===== src/rtl/clkdiv_pkg.sv =====
`timescale 1ns/1ps
package clkdiv_pkg;
    typedef enum logic [1:0] {
        ST_IDLE = 2'd0,
        ST_LOW  = 2'd1,
        ST_HIGH = 2'd2
    } div_state_t;
endpackage


===== src/rtl/clkdiv_law_decode.sv =====
`timescale 1ns/1ps
// Turns the control word into a half period, in module-clock cycles.
module clkdiv_law_decode #(
    parameter int N_W    = 8,
    parameter int M_W    = 4,
    parameter int HALF_W = 15
) (
    input  logic [N_W+M_W:0]  ctrl,
    output logic [HALF_W-1:0] half
);
    localparam int SEL_BIT = N_W + M_W;

    logic [N_W-1:0] n_field;
    logic [M_W-1:0] m_field;
    logic           lin_sel;

    assign n_field = ctrl[N_W-1:0];
    assign m_field = ctrl[N_W+M_W-1:N_W];
    assign lin_sel = ctrl[SEL_BIT];

    always_comb begin
        if (lin_sel) begin
            half = HALF_W'(n_field) + HALF_W'(1);
        end else if (m_field == '0) begin
            // exponent zero would mean divide by one: clamp to divide by two
            half = HALF_W'(1);
        end else begin
            half = HALF_W'(1) << (m_field - M_W'(1));
        end
    end
endmodule


===== src/rtl/clkdiv_half_counter.sv =====
`timescale 1ns/1ps
// Counts out one half period; done is high in its last cycle.
module clkdiv_half_counter #(
    parameter int HALF_W = 15
) (
    input  logic              clk,
    input  logic              rst_n,
    input  logic              run,
    input  logic [HALF_W-1:0] limit,
    output logic              done
);
    logic [HALF_W-1:0] cnt;

    assign done = run && (cnt == (limit - HALF_W'(1)));

    always_ff @(posedge clk or negedge rst_n) begin
        if (!rst_n) begin
            cnt <= '0;
        end else if (!run || done) begin
            cnt <= '0;
        end else begin
            cnt <= cnt + HALF_W'(1);
        end
    end
endmodule


===== src/rtl/dual_law_clkdiv.sv =====
`timescale 1ns/1ps
module dual_law_clkdiv #(
    parameter int N_W = 8,
    parameter int M_W = 4
) (
    input  logic             clk,
    input  logic             rst_n,
    input  logic             run_en,
    input  logic [N_W+M_W:0] div_ctrl,
    output logic             sclk,
    output logic             sclk_toggle,
    output logic             lead_stb,
    output logic             trail_stb
);
    import clkdiv_pkg::*;

    localparam int LIN_HALF_W = N_W + 1;
    localparam int EXP_HALF_W = (1 << M_W) - 1;
    localparam int HALF_W     = (LIN_HALF_W > EXP_HALF_W) ? LIN_HALF_W : EXP_HALF_W;

    div_state_t        state_q, state_d;
    logic [HALF_W-1:0] half_dec;
    logic [HALF_W-1:0] half_q;
    logic              half_done;
    logic              load_half;
    logic              rise_now;
    logic              fall_now;

    clkdiv_law_decode #(
        .N_W    (N_W),
        .M_W    (M_W),
        .HALF_W (HALF_W)
    ) u_decode (
        .ctrl (div_ctrl),
        .half (half_dec)
    );

    clkdiv_half_counter #(
        .HALF_W (HALF_W)
    ) u_count (
        .clk   (clk),
        .rst_n (rst_n),
        .run   (state_q != ST_IDLE),
        .limit (half_q),
        .done  (half_done)
    );

    // next-state logic
    always_comb begin
        state_d = state_q;
        unique case (state_q)
            ST_IDLE: if (run_en)    state_d = ST_LOW;
            ST_LOW:  if (half_done) state_d = ST_HIGH;
            ST_HIGH: if (half_done) state_d = run_en ? ST_LOW : ST_IDLE;
            default:                state_d = ST_IDLE;
        endcase
    end

    assign rise_now  = (state_q == ST_LOW)  && half_done;
    assign fall_now  = (state_q == ST_HIGH) && half_done;
    // the divider is reloaded only at a period boundary
    assign load_half = (state_q == ST_IDLE) || fall_now;

    // state register and divider latch
    always_ff @(posedge clk or negedge rst_n) begin
        if (!rst_n) begin
            state_q <= ST_IDLE;
            half_q  <= HALF_W'(1);
        end else begin
            state_q <= state_d;
            if (load_half) begin
                half_q <= half_dec;
            end
        end
    end

    // registered outputs
    always_ff @(posedge clk or negedge rst_n) begin
        if (!rst_n) begin
            sclk        <= 1'b0;
            sclk_toggle <= 1'b0;
            lead_stb    <= 1'b0;
            trail_stb   <= 1'b0;
        end else begin
            lead_stb    <= rise_now;
            trail_stb   <= fall_now;
            sclk_toggle <= rise_now || fall_now;
            if (rise_now) begin
                sclk <= 1'b1;
            end else if (fall_now) begin
                sclk <= 1'b0;
            end
        end
    end
endmodule


===== config.mk =====
export PLATFORM = sky130hd
export DESIGN_NAME = dual_law_clkdiv
export DESIGN_NICKNAME = d
export VERILOG_FILES = /design/src/rtl/clkdiv_pkg.sv /design/src/rtl/clkdiv_law_decode.sv /design/src/rtl/clkdiv_half_counter.sv /design/src/rtl/dual_law_clkdiv.sv
export SDC_FILE = /design/constraint.sdc
export NUM_CORES = 1
export LEC_CHECK = 0
export CORE_ASPECT_RATIO = 1.5
export CORE_MARGIN = 4
export CORE_UTILIZATION = 63
export DETAILED_ROUTE_END_ITERATION = 10
export DONT_BUFFER_PORTS = 1
export PLACE_DENSITY = 0.79
export SYNTH_ARGS = -nofsm -noshare
export SYNTH_HDL_FRONTEND = slang
export SYNTH_HIERARCHICAL = 1
export SYNTH_SLANG_ARGS = --single-unit

===== constraint.sdc =====
create_clock -name clk -period 4.3 [get_ports clk]
set_input_delay 0.43 -clock clk [delete_from_list [all_inputs] [get_ports clk]]
set_output_delay 0.43 -clock clk [all_outputs]
set_load 0.005 [all_outputs]

# After elaboration in Yosys (flattened, before gate mapping)
# Cells that the tools add are included.
[word_totals]
in_bits = 16
reg_bits = 36
out_inout_bits = 4
word_cells = 40
[classes]
muxes = 10
shift = 1
eq_ne = 6
add_sub_neg = 4
n_reduce_logical = 12
[ops]
columns = ["operator", "count"]
rows = [
  ["$mux 15", 3],
  ["$add 15x1->15 const B", 1],
  ["$eq 15x15->1", 1],
  ["$shl 1x4->15 const A", 1],
  ["$sub 15x1->15 const B", 1],
  ["$add 8x1->9 const B", 1],
  ["$mux 2", 3],
  ["$ne 2x2->1 const B", 3],
  ["$pmux 2 s3", 1],
  ["$logic_not 4->1", 1],
  ["$reduce_bool 2->1", 2],
  ["$sub 4x1->4 const B", 1],
  ["$logic_and 1x1->1", 3],
  ["$logic_or 1x1->1", 3],
  ["$mux 1", 3],
  ["$reduce_and 3->1", 1],
  ["$eq 2x1->1 const B", 1],
  ["$eq 2x2->1 const B", 1],
  ["$logic_not 2->1", 1],
  ["$logic_not 1->1", 1],
]

# Longest topological paths before layout
# Gate-level depths: netlist of run 1.
[logic_depth]
depth_word = 6
ltp_mapped = 12
mapped_depth_nobuf = 11

# By module
# The synthesis of run 1 kept the hierarchy.
[by_module_without_submodules]
columns = ["mod", "n_inst", "cells_per_inst", "seq_area_each_um2", "area_each_um2"]
rows = [
  ["clkdiv_half_counter", 1, 145, 375.4, 1232.4],
  ["dual_law_clkdiv", 1, 55, 526.8, 858.3],
  ["clkdiv_law_decode", 1, 47, 0.0, 305.3],
]

# Worst setup path after synthesis of run 1
# OpenSTA, ideal clock, no wires.
[synth_timing]
path_kind = "register to register"
startpoint = "register half_q[1]"
endpoint = "register half_q[10]"
n_path_buf = 1
arrival_time_ns = 3.009
required_time_ns = 4.175
setup_ns = 0.125
synth_period_minus_slack_ns = 3.134
slack_ns = 1.166
path_stages_with_launch = 13
path_cell_list = "dfrtp_1 -> inv_1 -> ha_1 -> or3b_2 -> a2111oi_2 -> nor3_1 -> a311o_1 -> nor4_1 -> and2_1 -> nor2b_4 -> nor2_4 -> buf_12 -> mux2_4"
[synth_via]
elab_chain_len = 5
[synth_rtl]
columns = ["element", "line", "text"]
rows = [
  ["start, declared", "dual_law_clkdiv.sv:23", "logic [HALF_W-1:0] half_q;"],
  ["start signal, assigned", "dual_law_clkdiv.sv:72", "half_q <= half_dec;"],
  ["$sub 15x1->15", "clkdiv_half_counter.sv:14", "assign done = run && (cnt == (limit - HALF_W'(1)));"],
  ["$eq 15x15->1", "clkdiv_half_counter.sv:14", ""],
  ["$logic_and 1x1->1", "clkdiv_half_counter.sv:14", ""],
  ["named net half_done", "dual_law_clkdiv.sv:24", "logic half_done;"],
  ["$logic_and 1x1->1", "dual_law_clkdiv.sv:60", "assign fall_now = (state_q == ST_HIGH) && half_done;"],
  ["$logic_or 1x1->1", "dual_law_clkdiv.sv:62", "assign load_half = (state_q == ST_IDLE) || fall_now;"],
]
# The timed path passes the listed nets, and every way through them passes these cells.
# A chain may end at the register's enable or synchronous reset.

# Worst setup path after layout of run 1
[layout_timing]
startpoint = "register half_q[1]"
endpoint = "register half_q[2]"
# The elaborated chain is that of the path after synthesis.

==> flow_metrics.tcl, run 1 <==
set metrics [dict create \
    status "finished, final reports clean" \
    die-area_um2 4870 \
    drv_cap 0 \
    synth_ff_type "sky130_fd_sc_hd__dfrtp_1" \
    placeableCoreArea_um2 3680 \
    port_buffers 0 \
    power_frac_seq_pct 36.8 \
    vias_per_cell 6.02 \
    final_net_count 264 \
    initial_utilization_pct 65.1 \
    synth_async_sr_flop_share_pct 100 \
    synthDominantCellAreaShare_pct 36.6 \
    placedInstanceArea_um2 2380 \
    ys_warn_count 6 \
    synthTopCellsByArea "sky130_fd_sc_hd__dfrtp_1 37%, sky130_fd_sc_hd__xor2_1 6.9%, sky130_fd_sc_hd__mux2_4 6.3%" \
    detail_route.first_pass.iterations 4 \
    synth_edf_count 0 \
    setup-tns-final_ps 0 \
    detailedPlacementHpwl_um 3390 \
    chipHeight_um 83.5 \
    numCtsBuffers 5 \
    most_frequently_used_cell_type_in_the_post_synthesis_netlist "sky130_fd_sc_hd__dfrtp_1" \
    finalWeightedCongestion 0.856 \
    power.share.clock_pct 17.5 \
    cts_max_level 2 \
    syn_std_cell_area_um2 2400 \
    drt_iter0_markers 58 \
    antenna_found_initial 0 \
    pre_cts_setup_slack_ps 713 \
    max_freq_mhz 280 \
    postCtsSetupBuffers 0 \
    timing.max_slew.rel_slack_pct 42.6 \
    drive_gt1_share_pct 14.2 \
    setup_repair_after_global_routing_missed_its_margin "no" \
    ant_nets 0 \
    synth_seq_area_share_pct 37.7 \
    post-route-worst-setup-slack_ps 730 \
    fillers 287 \
    worst_clock_skew_ps 5.94 \
    crit_family "simple AND/OR/NAND/NOR gates" \
    routed_wl_met2_um 2400 \
    wl_per_cell_um 15.5 \
    globalRouteTotalUtil_pct 21.5 \
    synthToLayoutAreaGrowth_pct 5.12 \
    topRoutingLayerUsed "met4" \
    finish.instance_area_um2 2520 \
    setup.worst_path.class "register to register" \
    clk_transition_reported_paths_ps 80 \
    cp_max_fo 15 \
    crit_required_ps 4470 \
    global_route_wire_length_before_repair_um 8290 \
    area_leader_netlist "sky130_fd_sc_hd__dfrtp_1" \
    row_count 27 \
    cp-start-kind "register" \
    synth_net_count 266 \
    netSwitchingFraction_pct 40.4 \
    min_path_type "input port to register" \
    tightest_slew_ps 858 \
    cts_repair_resize_count 0 \
    endpoint_kind "register" \
    clk_latency_ps 290 \
    wl_met1_um 1840 \
    internal-power_w 0.00101 \
    syn_avg_cell_area_um2 9.70 \
    period_minus_slack_ps 3570 \
    syn-instance-count 247 \
    ctsRootBufferMaster "sky130_fd_sc_hd__clkbuf_8" \
    detailroute.wirelength.met3_um 185 \
    synth_common_cells "35 x sky130_fd_sc_hd__dfrtp_1, 34 x sky130_fd_sc_hd__nor2_1, 19 x sky130_fd_sc_hd__xor2_1, 15 x sky130_fd_sc_hd__nand2_1, 14 x sky130_fd_sc_hd__xnor2_1" \
    via_count 1741 \
    grt.overflow.total 0 \
    detail_route.drc_violations 0 \
    clockBufferDepth 2 \
    worst-path-buf-inv 1 \
    ios 20 \
    route.final.wire_length_um 4490 \
    irDropWorstVdd_mv 0.407 \
    finalHoldViolations 0 \
    critical-path-slowest-cell "sky130_fd_sc_hd__or3b_2" \
    die_width_um 58.4 \
    setup_viol 0 \
    synth_seq_cells 36 \
    critical_path.max_stage_delay_ps 500 \
    pwr_density_cell_nw_per_um2 673 \
    cts_hold_buffers 2 \
    arrival_ps 3740 \
    post_synth_num_cell_types 56 \
    num_antenna_cells 0 \
    slew_violations 0 \
    path_cells "inv_1 > ha_1 > or3b_2 > a2111oi_2 > nor3_1 > a311o_1 > nor4_1 > and2_1 > nor2b_4 > nor2_4 > mux2_2" \
    tritoncts_num_sinks 36 \
    grt_start_max_net_pins 37 \
    clock_tree_from_tritoncts "done" \
    power_w 0.00170 \
    final.period_utilization_pct 83.0 \
    final_core_util_pct 68.4 \
    number_of_global_route_vias_before_repair 1883 \
    power.switching_w 0.000684 \
    total_leakage_power_nw 1.11 \
    power.share.combinational_pct 45.7 \
]
[cell type report]
| class | instances | area [um^2] | area share, % |
|---|---|---|---|
| Clock buffer | 5 | 68.8 | 2.73 |
| Clock inverter | 3 | 42.5 | 1.69 |
| Inverter | 7 | 26.3 | 1.04 |
| Multi-Input combinational cell | 193 | 1400 | 55.4 |
| Sequential cell | 36 | 902 | 35.8 |
| Tap cell | 43 | 53.8 | 2.14 |
| Timing Repair Buffer | 2 | 30.0 | 1.19 |
[power by group through the flow]
stage          clock network, W  registers, W  logic [W]
2_1_floorplan                 0      0.000559   0.000734
3_3_place_gp                  0      0.000624   0.000753
3_5_place_dp                  0      0.000628   0.000766
4_1_cts                0.000303      0.000623   0.000777
5_1_grt                0.000317      0.000651   0.000866
6_report               0.000296      0.000624   0.000775
[routing by layer]
| layer | global-route usage, % | up-vias |
|---|---|---|
| met3 | 4.02 | 7 |
| met4 | 8.02 | 0 |
| met2 | 37.5 | 34 |
| met1 | 25.1 | 825 |
| li1 | - | 875 |
| met5 | 0 | - |
[cells in the final DEF, fill, tap and decap left out, types with 2 or more instances in the layout]
cell type                   instances
sky130_fd_sc_hd__mux2_4            10
sky130_fd_sc_hd__nand2b_1           8
sky130_fd_sc_hd__inv_1              7
sky130_fd_sc_hd__o21ai_0            2
sky130_fd_sc_hd__nand4_1            2
sky130_fd_sc_hd__dfrtp_1           35
sky130_fd_sc_hd__a2111oi_0          2
sky130_fd_sc_hd__nand3b_1           3
sky130_fd_sc_hd__nand3_1           13
sky130_fd_sc_hd__xnor2_1           14
sky130_fd_sc_hd__nor2_1            34
sky130_fd_sc_hd__or2_2              2
sky130_fd_sc_hd__ha_1               3
sky130_fd_sc_hd__nand2_1           15
sky130_fd_sc_hd__and3_1             5
sky130_fd_sc_hd__a21o_1             2
sky130_fd_sc_hd__or4b_1             3
sky130_fd_sc_hd__a21oi_1            4
sky130_fd_sc_hd__mux2_2             5
sky130_fd_sc_hd__clkbuf_8           5
sky130_fd_sc_hd__and2_1             2
sky130_fd_sc_hd__o211ai_1           4
sky130_fd_sc_hd__nor3_1             6
sky130_fd_sc_hd__o31ai_1            3
sky130_fd_sc_hd__o211a_1            2
sky130_fd_sc_hd__nor4_1             5
sky130_fd_sc_hd__xor2_1            19
sky130_fd_sc_hd__a211oi_1           2
[worst paths after layout]
path	from	end	slack [ps]	depth (start not counted)
worst max-delay path	half_q[1]	half_q[2]	730	11
worst min-delay path	run_en	state_q[0]	310	2
worst max register to register	half_q[1]	half_q[2]	730	11
worst min register to register	u_count/cnt[0]	u_count/cnt[0]	530	1
max in group asynchronous	rst_n	half_q[0]	3460	2
min in group asynchronous	rst_n	u_count/cnt[9]	590	2
[stage by stage]
step | std cells | hold WS (ps)
floorplan | 247 | 134
global placement | 279 | 136
detailed placement | 279 | 136
CTS | 289 | 308
global route | 289 | 336
finish | 289 | 312
[worst reg2reg max path, delay by kind of cell (launching register included)]
kind | cells | cell delay, ps
compound gates | 2 | 670
buf+inv | 1 | 70
fa+ha+maj | 1 | 200
simple gates | 6 | 1710
mux | 1 | 400
flops | 1 | 410
[registers in the layout, summed over array words and instances (netlist names)]
| name | count |
|---|---|
| trail_stb | 1 |
| u_count/cnt | 15 |
| state_q | 2 |
| sclk_toggle | 1 |
| lead_stb | 1 |
| half_q | 15 |
| sclk | 1 |
[cells by family (layout without fill, tap and decap cells)]
| family | Yosys count | count (layout) | share of synthesized area [%] |
|---|---|---|---|
| AND/OR/NAND/NOR | 108 | 108 | 24.0 |
| flip-flops | 36 | 36 | 37.7 |
| AO/OA/AOI/OAI | 34 | 34 | 12.0 |
| XOR/XNOR | 33 | 33 | 12.1 |
| buffers and inverters | 18 | 17 | 4.13 |
| multiplexers | 15 | 15 | 8.62 |
| adder cells (fa/ha/maj) | 3 | 3 | 1.57 |
No activity file was read; power rests on OpenSTA's default activity.
==> run 2, diff against run 1 <==
- CORE_UTILIZATION: 63 -> 57
- PLACE_DENSITY: 0.79 -> 0.75
- clock period: 4.3 -> 2.88 ns (I/O delays scaled with it)
==> flow_metrics.tcl, run 2 (synthesized netlist as in run 1, its figures left out) <==
set metrics [dict create \
    hold_worst_slack_ps 186 \
    timing.max_slew.rel_slack_pct 72.6 \
    via_count 1861 \
    cp_max_fo 4 \
    setup_repair_after_global_routing_missed_its_margin "yes" \
    endpoint_kind "register" \
    crit_family "simple AND/OR/NAND/NOR gates" \
    clock_tree_from_tritoncts "done" \
    path_cells "or4_4 > a2111oi_4 > nor3_1 > a311o_1 > nor4_2 > and2_4 > nor2b_4 > nor2_4 > buf_4 > mux2_4" \
    setup.worst_path.class "register to register" \
    final.period_utilization_pct 98.1 \
    vias_per_cell 5.93 \
    biggestRegsByFlops "half_q: 15 flops, u_count/cnt: 15 flops, state_q: 2 flops" \
    num_antenna_cells 0 \
    gr-usage-met2_pct 36.2 \
    tritoncts_num_sinks 36 \
    power.share.combinational_pct 57.5 \
    max_freq_mhz 354 \
    initial_utilization_pct 60.0 \
    global_route_wire_length_before_repair_um 8610 \
    cp-start-kind "register" \
    grt_most_used_layer "met2" \
    wl_per_cell_um 15.9 \
    detail_route.drc_violations 0 \
    cts_max_level 2 \
    worst-path-buf-inv 1 \
    clk_latency_ps 300 \
    netSwitchingFraction_pct 41.0 \
    drive_gt1_share_pct 24.2 \
    pwr_density_cell_nw_per_um2 1050 \
    row_count 28 \
    register_area_um2 902 \
    antenna_found_initial 0 \
    route.final.wire_length_um 5000 \
    finalWeightedCongestion 0.844 \
    critical_path.max_stage_delay_ps 600 \
    number_of_global_route_vias_before_repair 1848 \
    fillers 307 \
    numCtsBuffers 5 \
    tightest_slew_ps 409 \
    critical-path-slowest-cell "sky130_fd_sc_hd__or4_4" \
    die-area_um2 5330 \
    power_frac_seq_pct 29.9 \
    drv_cap 0 \
    grt_start_max_net_pins 37 \
    total_leakage_power_nw 1.24 \
    status "finished, final reports clean" \
    gr_layer_usage_met1_pct 25.8 \
    most-common-layout-cells "35 x sky130_fd_sc_hd__dfrtp_1, 33 x sky130_fd_sc_hd__nor2_1, 21 x sky130_fd_sc_hd__buf_4, 19 x sky130_fd_sc_hd__xor2_1" \
    power.switching_w 0.00120 \
    clk_transition_reported_paths_ps 80 \
    globalRouteTotalUtil_pct 21.6 \
    finalHoldViolations 0 \
    die_width_um 60.9 \
    detail_route.first_pass.iterations 4 \
    irDropWorstVdd_mv 0.629 \
    final_net_count 287 \
    chipHeight_um 87.4 \
    internal-power_w 0.00172 \
    period_minus_slack_ps 2830 \
    placeableCoreArea_um2 3990 \
    multi_input_comb_area_um2 1490 \
    ant_nets 0 \
    clockBufferDepth 2 \
    worst_clock_skew_ps 6.98 \
    final_core_util_pct 69.5 \
    min_path_type "input port to register" \
    gr-usage-met3_pct 4.45 \
    detailedPlacementHpwl_um 3680 \
    arrival_ps 3010 \
    ios 20 \
    drt_iter0_markers 67 \
    synthToLayoutAreaGrowth_pct 15.9 \
    power.share.clock_pct 12.6 \
    port_buffers 0 \
    crit_required_ps 3070 \
    setup_viol 0 \
    grt.overflow.total 0 \
    ctsRootBufferMaster "sky130_fd_sc_hd__clkbuf_8" \
    slew_violations 0 \
    final_common_cell "sky130_fd_sc_hd__dfrtp_1" \
]
-- run 2: cell types whose count changed in the layout (fill, tap and decap cells not counted), moves of 2 or more --
cell	previous run	this run
sky130_fd_sc_hd__buf_4	0	21
sky130_fd_sc_hd__mux2_2	5	0
sky130_fd_sc_hd__mux2_4	10	15
sky130_fd_sc_hd__a2111oi_0	2	0
sky130_fd_sc_hd__a2111oi_4	0	2
sky130_fd_sc_hd__buf_6	0	2
-- run 2: worst reg2reg max path: cells and delay by family (launching register included) --
family	cells	cell delay (ps)
and+or+nand+nor	6	1260
AOI/OAI and AO/OA	2	620
DFF	1	380
muxes	1	300
buffers and inverters	1	170
-- run 2: per-stage QoR --
step | cell area [um^2] | total power [W] | TNS, ps | setup slack (ps) | std cells
final | 2780 | 0.00292 | 0 | 54.0 | 314
after global routing | 2780 | 0.00313 | -1470 | -112 | 314
after CTS | 2790 | 0.00294 | -289 | -38.3 | 314
after detailed placement | 2570 | 0.00239 | -110 | -20.7 | 301
after global placement | 2570 | 0.00235 | -52.3 | -10.9 | 301
after floorplan | 2420 | 0.00197 | -693 | -73.4 | 247
-- run 2: power groups by stage --
| stage | combinational (W) | sequential [W] | clock [W] |
|---|---|---|---|
| global route | 0.00183 | 0.000908 | 0.000393 |
| CTS | 0.00169 | 0.000872 | 0.000375 |
| global placement | 0.00147 | 0.000875 | 0 |
| floorplan | 0.00113 | 0.000838 | 0 |
| detailed placement | 0.00151 | 0.000878 | 0 |
| finish | 0.00168 | 0.000873 | 0.000367 |
-- run 2: final timing paths --
check	from	end	slack, ps	depth (start not counted)
setup / recovery	half_q[2]	half_q[12]	50	10
hold / removal	run_en	state_q[0]	190	2
setup reg to reg	half_q[2]	half_q[12]	50	10
hold reg to reg	u_count/cnt[0]	u_count/cnt[0]	530	1
max in group asynchronous	rst_n	half_q[0]	2180	2
min in group asynchronous	rst_n	u_count/cnt[4]	450	2
-- run 2: cell type report --
type | count | area share [%]
clock buffers | 5 | 2.48
repair buffers | 25 | 7.57
flip-flops and latches | 36 | 32.5
inverters | 7 | 0.946
multi-input cells | 193 | 53.6
well taps | 45 | 2.03
clock inverters | 3 | 0.856
-- run 2: metal layers --
layer	up-vias	wire, um
met4	0	115
met2	41	2620
met5	-	0
met1	887	2100
met3	12	171
li1	921	-
-- run 2: what timing repair did --
action	CTS	global route
gates resized for setup	12	4
endpoints found under the setup margin	14	15
buffers inserted	3	2
pin swaps	9	2
hold buffers	2	0
hold endpoints to repair	36	0
gates cloned	1	0
